## src/rtl/ipc_pkg.sv

```systemverilog
package ipc_pkg;
  typedef enum logic [2:0] {
    OP_ACCEPT   = 3'd0,
    OP_EOI      = 3'd1,
    OP_SET_CPPR = 3'd2,
    OP_SET_MFRR = 3'd3,
    OP_POLL     = 3'd4
  } ipc_op_e;
endpackage

```

## src/rtl/ipc_offer_eval.sv

```systemverilog
// Decides whether an offered source beats the threshold and the pending one.
module ipc_offer_eval #(
  parameter int PRIO_W = 8
) (
  input  logic              has_pend,
  input  logic [PRIO_W-1:0] pend_prio,
  input  logic [PRIO_W-1:0] cppr,
  input  logic [PRIO_W-1:0] cand_prio,
  output logic              take,
  output logic              displace
);
  logic blocked_thr, blocked_pend;
  always_comb begin
    blocked_thr  = (cand_prio >= cppr);
    blocked_pend = has_pend && (pend_prio <= cand_prio);
    take         = !blocked_thr && !blocked_pend;
    displace     = take && has_pend;
  end
endmodule

```

## src/rtl/ipc_ipi_eval.sv

```systemverilog
// IPI check: request must beat the threshold and the pending priority.
module ipc_ipi_eval #(
  parameter int PRIO_W = 8
) (
  input  logic              en,
  input  logic              has_pend,
  input  logic [PRIO_W-1:0] pend_prio,
  input  logic [PRIO_W-1:0] cppr,
  input  logic [PRIO_W-1:0] mfrr,
  output logic              fire,
  output logic              displace
);
  logic below_thr, pend_wins;
  always_comb begin
    below_thr = (mfrr < cppr);
    pend_wins = has_pend && (pend_prio <= mfrr);
    fire      = en && below_thr && !pend_wins;
    displace  = fire && has_pend;
  end
endmodule

```

## src/rtl/ipc_presenter.sv

```systemverilog
module ipc_presenter
  import ipc_pkg::*;
#(
  parameter int SRC_W   = 24,
  parameter int PRIO_W  = 8,
  parameter int IPI_SRC = 2
) (
  input  logic                      clk,
  input  logic                      rst_n,
  input  logic                      offer_valid,
  output logic                      offer_ready,
  input  logic [SRC_W-1:0]          offer_src,
  input  logic [PRIO_W-1:0]         offer_prio,
  input  logic                      cmd_valid,
  output logic                      cmd_ready,
  input  logic [2:0]                cmd_op,
  input  logic [SRC_W+PRIO_W-1:0]   cmd_data,
  output logic                      rsp_valid,
  output logic [SRC_W+PRIO_W-1:0]   rsp_word,
  output logic [PRIO_W-1:0]         rsp_mfrr,
  output logic                      irq_o,
  output logic                      rej_valid,
  output logic [SRC_W-1:0]          rej_src,
  output logic                      eoi_valid,
  output logic [SRC_W-1:0]          eoi_src,
  output logic                      resend_valid
);
  localparam int WORD_W = SRC_W + PRIO_W;
  localparam logic [PRIO_W-1:0] PRIO_NONE = {PRIO_W{1'b1}};
  localparam logic [SRC_W-1:0]  SRC_IPI   = SRC_W'(IPI_SRC);

  // architectural state
  logic [PRIO_W-1:0] cppr_q, pend_q, mfrr_q;
  logic [SRC_W-1:0]  xisr_q;
  logic              irq_q;
  // next state
  logic [PRIO_W-1:0] cppr_n, pend_n, mfrr_n;
  logic [SRC_W-1:0]  xisr_n;
  logic              irq_n;
  // registered pulses
  logic              rsp_v_n, rej_v_n, eoi_v_n, rsnd_v_n;
  logic [WORD_W-1:0] rsp_w_n;
  logic [PRIO_W-1:0] rsp_m_n;
  logic [SRC_W-1:0]  rej_s_n, eoi_s_n;

  logic cmd_fire, offer_fire, has_pend;
  logic [PRIO_W-1:0] d_lo, d_hi;
  logic thr_tighter;

  assign cmd_ready   = 1'b1;
  assign offer_ready = ~cmd_valid;
  assign cmd_fire    = cmd_valid;
  assign offer_fire  = offer_valid && !cmd_valid;
  assign has_pend    = (xisr_q != '0);
  assign d_lo        = cmd_data[PRIO_W-1:0];
  assign d_hi        = cmd_data[WORD_W-1:SRC_W];
  assign thr_tighter = (d_lo < cppr_q);

  // operand selection for the IPI check (threshold/request after this op)
  logic              chk_en;
  logic [PRIO_W-1:0] chk_cppr, chk_mfrr;
  always_comb begin
    chk_en   = 1'b0;
    chk_cppr = cppr_q;
    chk_mfrr = mfrr_q;
    if (cmd_fire) begin
      case (cmd_op)
        OP_EOI: begin
          chk_cppr = d_hi;
          chk_en   = !has_pend;
        end
        OP_SET_CPPR: begin
          chk_cppr = d_lo;
          chk_en   = !thr_tighter && !has_pend;
        end
        OP_SET_MFRR: begin
          chk_mfrr = d_lo;
          chk_en   = 1'b1;
        end
        default: ;
      endcase
    end
  end

  logic ipi_fire, ipi_disp, off_take, off_disp;

  ipc_ipi_eval #(.PRIO_W(PRIO_W)) u_ipi (
    .en       (chk_en),
    .has_pend (has_pend),
    .pend_prio(pend_q),
    .cppr     (chk_cppr),
    .mfrr     (chk_mfrr),
    .fire     (ipi_fire),
    .displace (ipi_disp)
  );

  ipc_offer_eval #(.PRIO_W(PRIO_W)) u_offer (
    .has_pend (has_pend),
    .pend_prio(pend_q),
    .cppr     (cppr_q),
    .cand_prio(offer_prio),
    .take     (off_take),
    .displace (off_disp)
  );

  always_comb begin
    cppr_n   = cppr_q;
    pend_n   = pend_q;
    mfrr_n   = mfrr_q;
    xisr_n   = xisr_q;
    irq_n    = irq_q;
    rsp_v_n  = 1'b0;
    rsp_w_n  = {cppr_q, xisr_q};
    rsp_m_n  = mfrr_q;
    rej_v_n  = 1'b0;
    rej_s_n  = '0;
    eoi_v_n  = 1'b0;
    eoi_s_n  = '0;
    rsnd_v_n = 1'b0;
    if (cmd_fire) begin
      case (cmd_op)
        OP_ACCEPT: begin
          rsp_v_n = 1'b1;
          cppr_n  = pend_q;
          xisr_n  = '0;
          pend_n  = PRIO_NONE;
          irq_n   = 1'b0;
        end
        OP_EOI: begin
          cppr_n   = d_hi;
          eoi_v_n  = 1'b1;
          eoi_s_n  = cmd_data[SRC_W-1:0];
          rsnd_v_n = !has_pend;
        end
        OP_SET_CPPR: begin
          cppr_n = d_lo;
          if (thr_tighter) begin
            if (has_pend && (d_lo <= pend_q)) begin
              rej_v_n = 1'b1;
              rej_s_n = xisr_q;
              xisr_n  = '0;
              pend_n  = PRIO_NONE;
              irq_n   = 1'b0;
            end
          end else if (!has_pend) begin
            rsnd_v_n = 1'b1;
          end
        end
        OP_SET_MFRR: mfrr_n = d_lo;
        OP_POLL:     rsp_v_n = 1'b1;
        default: ;
      endcase
      if (ipi_fire) begin
        if (ipi_disp) begin
          rej_v_n = 1'b1;
          rej_s_n = xisr_q;
        end
        xisr_n = SRC_IPI;
        pend_n = chk_mfrr;
        irq_n  = 1'b1;
      end
    end else if (offer_fire) begin
      if (off_take) begin
        if (off_disp) begin
          rej_v_n = 1'b1;
          rej_s_n = xisr_q;
        end
        xisr_n = offer_src;
        pend_n = offer_prio;
        irq_n  = 1'b1;
      end else begin
        rej_v_n = 1'b1;
        rej_s_n = offer_src;
      end
    end
  end

  always_ff @(posedge clk) begin
    if (!rst_n) begin
      cppr_q       <= '0;
      xisr_q       <= '0;
      pend_q       <= PRIO_NONE;
      mfrr_q       <= PRIO_NONE;
      irq_q        <= 1'b0;
      rsp_valid    <= 1'b0;
      rsp_word     <= '0;
      rsp_mfrr     <= '0;
      rej_valid    <= 1'b0;
      rej_src      <= '0;
      eoi_valid    <= 1'b0;
      eoi_src      <= '0;
      resend_valid <= 1'b0;
    end else begin
      cppr_q       <= cppr_n;
      xisr_q       <= xisr_n;
      pend_q       <= pend_n;
      mfrr_q       <= mfrr_n;
      irq_q        <= irq_n;
      rsp_valid    <= rsp_v_n;
      rsp_word     <= rsp_w_n;
      rsp_mfrr     <= rsp_m_n;
      rej_valid    <= rej_v_n;
      rej_src      <= rej_s_n;
      eoi_valid    <= eoi_v_n;
      eoi_src      <= eoi_s_n;
      resend_valid <= rsnd_v_n;
    end
  end

  assign irq_o = irq_q;

  // line follows the latched source
  assert_irq_follows_src_R2: assert property (@(posedge clk) disable iff (!rst_n)
    irq_q == (xisr_q != '0));
  // a presented source never carries the "none" priority
  assert_pend_prio_valid_R5: assert property (@(posedge clk) disable iff (!rst_n)
    irq_q |-> (pend_q != PRIO_NONE));
  // offers held off while a command is present
  assert_cmd_beats_offer_R2: assert property (@(posedge clk) disable iff (!rst_n)
    cmd_valid |-> !offer_ready);
  // poll leaves state alone
  assert_poll_stable_R11: assert property (@(posedge clk) disable iff (!rst_n)
    (cmd_valid && cmd_op == OP_POLL) |=>
      ($stable(xisr_q) && $stable(cppr_q) && $stable(mfrr_q) && $stable(irq_q)));
  // rejects always name a real source
  assert_reject_names_src_R5: assert property (@(posedge clk) disable iff (!rst_n)
    rej_valid |-> (rej_src != '0));
  // accept always leaves nothing presented
  assert_accept_lowers_R6: assert property (@(posedge clk) disable iff (!rst_n)
    (cmd_valid && cmd_op == OP_ACCEPT) |=> !irq_o);
  // undefined opcodes do nothing
  assert_undef_quiet_R12: assert property (@(posedge clk) disable iff (!rst_n)
    (cmd_valid && cmd_op > 3'd4) |=>
      (!rsp_valid && !rej_valid && !eoi_valid && !resend_valid && $stable(xisr_q)));
endmodule

```

## config.mk

```make
export PLATFORM = sky130hd
export DESIGN_NAME = ipc_presenter
export DESIGN_NICKNAME = d
export VERILOG_FILES = /design/src/rtl/ipc_pkg.sv /design/src/rtl/ipc_offer_eval.sv /design/src/rtl/ipc_ipi_eval.sv /design/src/rtl/ipc_presenter.sv
export SDC_FILE = /design/constraint.sdc
export NUM_CORES = 1
export LEC_CHECK = 0
export BUFFER_PORTS_ARGS = -buffer_cell sky130_fd_sc_hd__buf_2
export CORE_MARGIN = 2
export CORE_UTILIZATION = 39
export CTS_BUF_LIST = sky130_fd_sc_hd__clkbuf_16
export DETAILED_ROUTE_END_ITERATION = 6
export HOLD_SLACK_MARGIN = 0.08
export PLACE_DENSITY_LB_ADDON = 0.12
export SETUP_SLACK_MARGIN = 0.1
export SYNTH_ARGS = -nofsm -noshare
export SYNTH_HDL_FRONTEND = slang
export SYNTH_HIERARCHICAL = 1
export SYNTH_SLANG_ARGS = --single-unit
```

## constraint.sdc

```tcl
create_clock -name clk -period 5 [get_ports clk]
set_clock_uncertainty 0.2 [all_clocks]
set_input_delay 0.25 -clock clk [delete_from_list [all_inputs] [get_ports clk]]
set_output_delay 0.25 -clock clk [all_outputs]
set_load 0.01 [all_outputs]
```

==> results by group <==
Global routing
  • Number of antenna violations at the first check in global routing: 0
  • GRT Resource Usage Total: 0.215
  • Largest net degree at the start of global routing: between 50 and 60
  • Vias in the first global route: between 5,000 and 6,000
  • Global-route wire length before repair: 27.9 mm
  • Total gr overflow: 0

Logic synthesis
  • Cell count after synthesis: 682
  • Mean instance size in the synthesized netlist: between 9 and 10 sq um
  • Post-synthesis net count: 799
  • Proportion of register bits with asynchronous set or reset after synthesis: 0
  • Number of synthesized register bits: between 100 and 150
  • Summed instance area of the synthesized netlist: ~6200 sq um
  • Synth Flop Type: dfxtp_1
  • Number of warnings issued by yosys: 6
  • Largest cells by area after synthesis: dfxtp_1 46%, ha_1 9.3%, mux2i_1 5.0%
  • Number of enable-type register cells in the synthesized netlist: 0
  • Share of Yosys cell area claimed by the top area cell type: 0.457
  • Seq/Total Area, Yosys: 0.457
  • Top cell type by total area after synthesis: dfxtp_1
  • Unique cell type count in the Yosys netlist: 44

Die
  • Die height: between 100 and 150 um
  • Die Footprint: 16,900 sq um
  • I/O pin total: roughly 170
  • Horizontal die dimension: 130 um
  • Core area: 15,700 sq um
  • Starting density of the core: 0.395
  • Site row count: 46

Route
  • Number of routed nets with antenna violations: 0
  • DR DRC count: 0
  • Total wire length after detailed routing: roughly 18 mm
  • Routed vias: around 5,700
  • Drt pass-1 iters: 5
  • Average detailed-routed wire length per instance: 16.3 um
  • First-iteration detailed-routing DRC count: 327
  • Via density per instance: between 5 and 6

STA
  • Final period util: 0.872
  • Final setup violation count: 0
  • Number of hold violations in the final report: 0
  • Slew Limit Fails: 0
  • Final min period: roughly 4.4 ns
  • Maximum achievable frequency: around 230 MHz
  • RSZ-0062 raised after global routing: no
  • Worst slew margin relative to its limit: 0.192
  • Slew @ Worst Pin: 1.21 ns
  • Sum of negative setup slack: 0 ns

Cells and area
  • Synth-to-layout area growth: 35.5%
  • Commonest non-fill, non-tap cells in the layout: 164 x buf_2, 141 x dfxtp_1, 84 x inv_1, 63 x nand2_1, 54 x dlygate4sd3_1
  • Most common library cell in the layout ignoring fill and taps: buf_2
  • Fraction of final layout cells with drive strength greater than 1: 0.233
  • Diodes inserted: 0
  • Final nets: around 1,000
  • Number of filler instances in the final layout: ~1,400
  • Cell Count, Final, Fillers Out: ~1,100

Status
  • Outcome: complete, no violations

Pwr
  • Leakage dissipation: about 4.2 nW
  • Pwr/cell area: between 300 and 400 nW/um^2
  • Largest voltage drop on the vdd net: 246 uV

Clocking
  • Maximum root-to-sink buffer count: 2
  • Clock insertion delay at the later pin of the skew report: between 0.4 and 0.5 ns
  • Clock tree from TritonCTS: done
  • Root Buffer: clkbuf_16
  • CTS Buf Count: 17
  • Clock transition at the registers of the reported paths: around 0.06 ns
  • Post-cts repair resize count: 0
  • Sink count of the clock tree: between 100 and 150
  • Number of H-tree branching levels: 4

Setup path
  • Category of the worst setup path capture point: flip-flop
  • Worst path cell trace: dlygate4sd3_1 -> buf_2 -> nand4b_1 -> buf_4 -> mux2i_1 -> inv_1 -> inv_1 -> ha_1 -> nor2b_1 -> o211ai_1 -> a21oi_1 -> o22ai_1 -> a21oi_1 -> nor2_1 -> o31ai_1 -> o221ai_4 -> buf_4 -> mux2i_1
  • Kind of cell with the highest combined delay on the critical path: buffers and inverters
  • Element type at the critical path start: primary input
  • Slowest cell delay on critical path: 0.54 ns
  • Buffers and inverters on the worst path: 6
  • CP max FO: 24
  • Setup crit start: cmd_op[0]
  • Data required time at the worst endpoint: between 5 and 6 ns
  • Critical path class: primary input to flip-flop
  • FF-to-FF Start: cppr_q[6]
  • Arrival time worst endpoint: about 4.5 ns
  • Slowest-stage cell, CP: dlygate4sd3_1

Placed design
  • Dpl cells: a little over 1,000
  • Final weighted congestion in routability-driven placement: slightly below 1
  • HPWL after detailed placement: 12.8 mm
  • Number of buffers added on ports: ~160

Run
  • MaxCap Viol Count: 0

Hold path
  • Worst hold-check path type: primary input to flip-flop
  • Launch point of the worst hold path: offer_prio[5]
## report_power, final
group          total (mW)  internal (mW)  leakage (nW)  switching (mW)
clock                1.32          0.834         0.304           0.491
combinational       0.472          0.199          2.75           0.273
sequential           1.20           1.17          1.15          0.0344
total                3.00           2.20          4.20           0.798
## metal layers
| metal | GRT usage | up-vias | routed length, um |
|---|---|---|---|
| met1 | 0.279 | 2606 | 8350 |
| met3 | 0.0574 | 40 | 1310 |
| met5 | 0 | - | 0 |
| met4 | 0.101 | 0 | 419 |
| li1 | - | 2774 | - |
| met2 | 0.333 | 238 | 8110 |
## Yosys cell counts, types with 2 or more instances
library cell	number
buf_4	3
and3_1	3
a22o_1	16
nor3_2	2
o2111ai_1	2
clkbuf_1	27
and2_1	35
a211oi_1	2
o211ai_1	3
nand2b_1	7
o31ai_1	2
o21ai_1	3
nor2b_1	30
nand4_1	6
nor2_1	12
mux2i_1	31
ha_1	46
o22ai_1	27
buf_2	3
nor3_1	2
a21o_1	5
inv_1	82
buf_1	4
a221o_1	8
a31oi_1	27
o21a_1	2
dfxtp_1	141
nand2_1	63
a211o_1	2
nor4_1	7
a21oi_1	52
o21ai_0	15
## worst register-to-register path: stages (launching register included)
cell and delay (ns):
dfxtp_1 0.38, inv_1 0.08, ha_1 0.29, a21o_1 0.20, a211oi_1 0.33, o21ai_0 0.22
nor2b_1 0.19, a21oi_1 0.17, o31ai_1 0.08, nand2b_1 0.08, a21oi_1 0.04, o21ai_1 0.12
a21oi_1 0.13, nor2_1 0.19, o31ai_1 0.16, o221ai_4 0.38, buf_4 0.47, mux2i_1 0.27
## state kept, by name, indices dropped and copies added, names as in the netlist, 8 cells and up
name and cells:
cppr_q 8, eoi_src 24, rej_src 24, mfrr_q 8
pend_q 8, rsp_mfrr 8, rsp_word 32, xisr_q 24
## stage by stage
| step | util | cell area, sq um | worst slack, ns | power [mW] | hold slack, ns |
|---|---|---|---|---|---|
| 3_5_place_dp | 0.461 | 7210 | 0.553 | 1.66 | 0.248 |
| 5_1_grt | 0.535 | 8370 | 0.430 | 3.13 | 0.106 |
| 4_1_cts | 0.535 | 8370 | 0.757 | 3.02 | 0.0857 |
| 6_report | 0.535 | 8370 | 0.638 | 3.00 | 0.103 |
| 3_3_place_gp | 0.461 | 7210 | 0.709 | 1.65 | 0.244 |
| 2_1_floorplan | - | 6180 | 1.17 | 1.50 | 0.127 |
## final cells by class
class	count	area, sq um	share of cell area
Multi-Input combinational cell	421	2930	0.350
Sequential cell	141	2820	0.337
Timing Repair Buffer	226	1420	0.170
Clock buffer	17	425	0.0508
Inverter	83	312	0.0372
Tap cell	216	270	0.0323
Clock inverter	15	195	0.0233
## final timing paths
path | slack, ns | endpoint | depth (start not counted)
worst max register to register | 0.97 | xisr_q[0] | 17
worst min register to register | 0.26 | rsp_mfrr[4] | 1
worst max-delay path | 0.64 | xisr_q[0] | 18
worst min-delay path | 0.10 | pend_q[5] | 4
## cell families (layout without fill, tap and decap cells)
group,after synthesis,count (layout),synth area share
buf+inv,120,341,0.0753
fa+ha+maj,46,46,0.0932
other cells,1,1,0.000607
compound gates,171,171,0.178
mux,31,31,0.0502
flops,141,141,0.457
simple gates,172,172,0.146
## what timing repair did
action                    4_1_cts  5_1_grt
hold buffers                   54        0
setup buffers                   0        0
hold endpoints to repair       80        0
No activity file was read; power rests on OpenSTA's default activity.
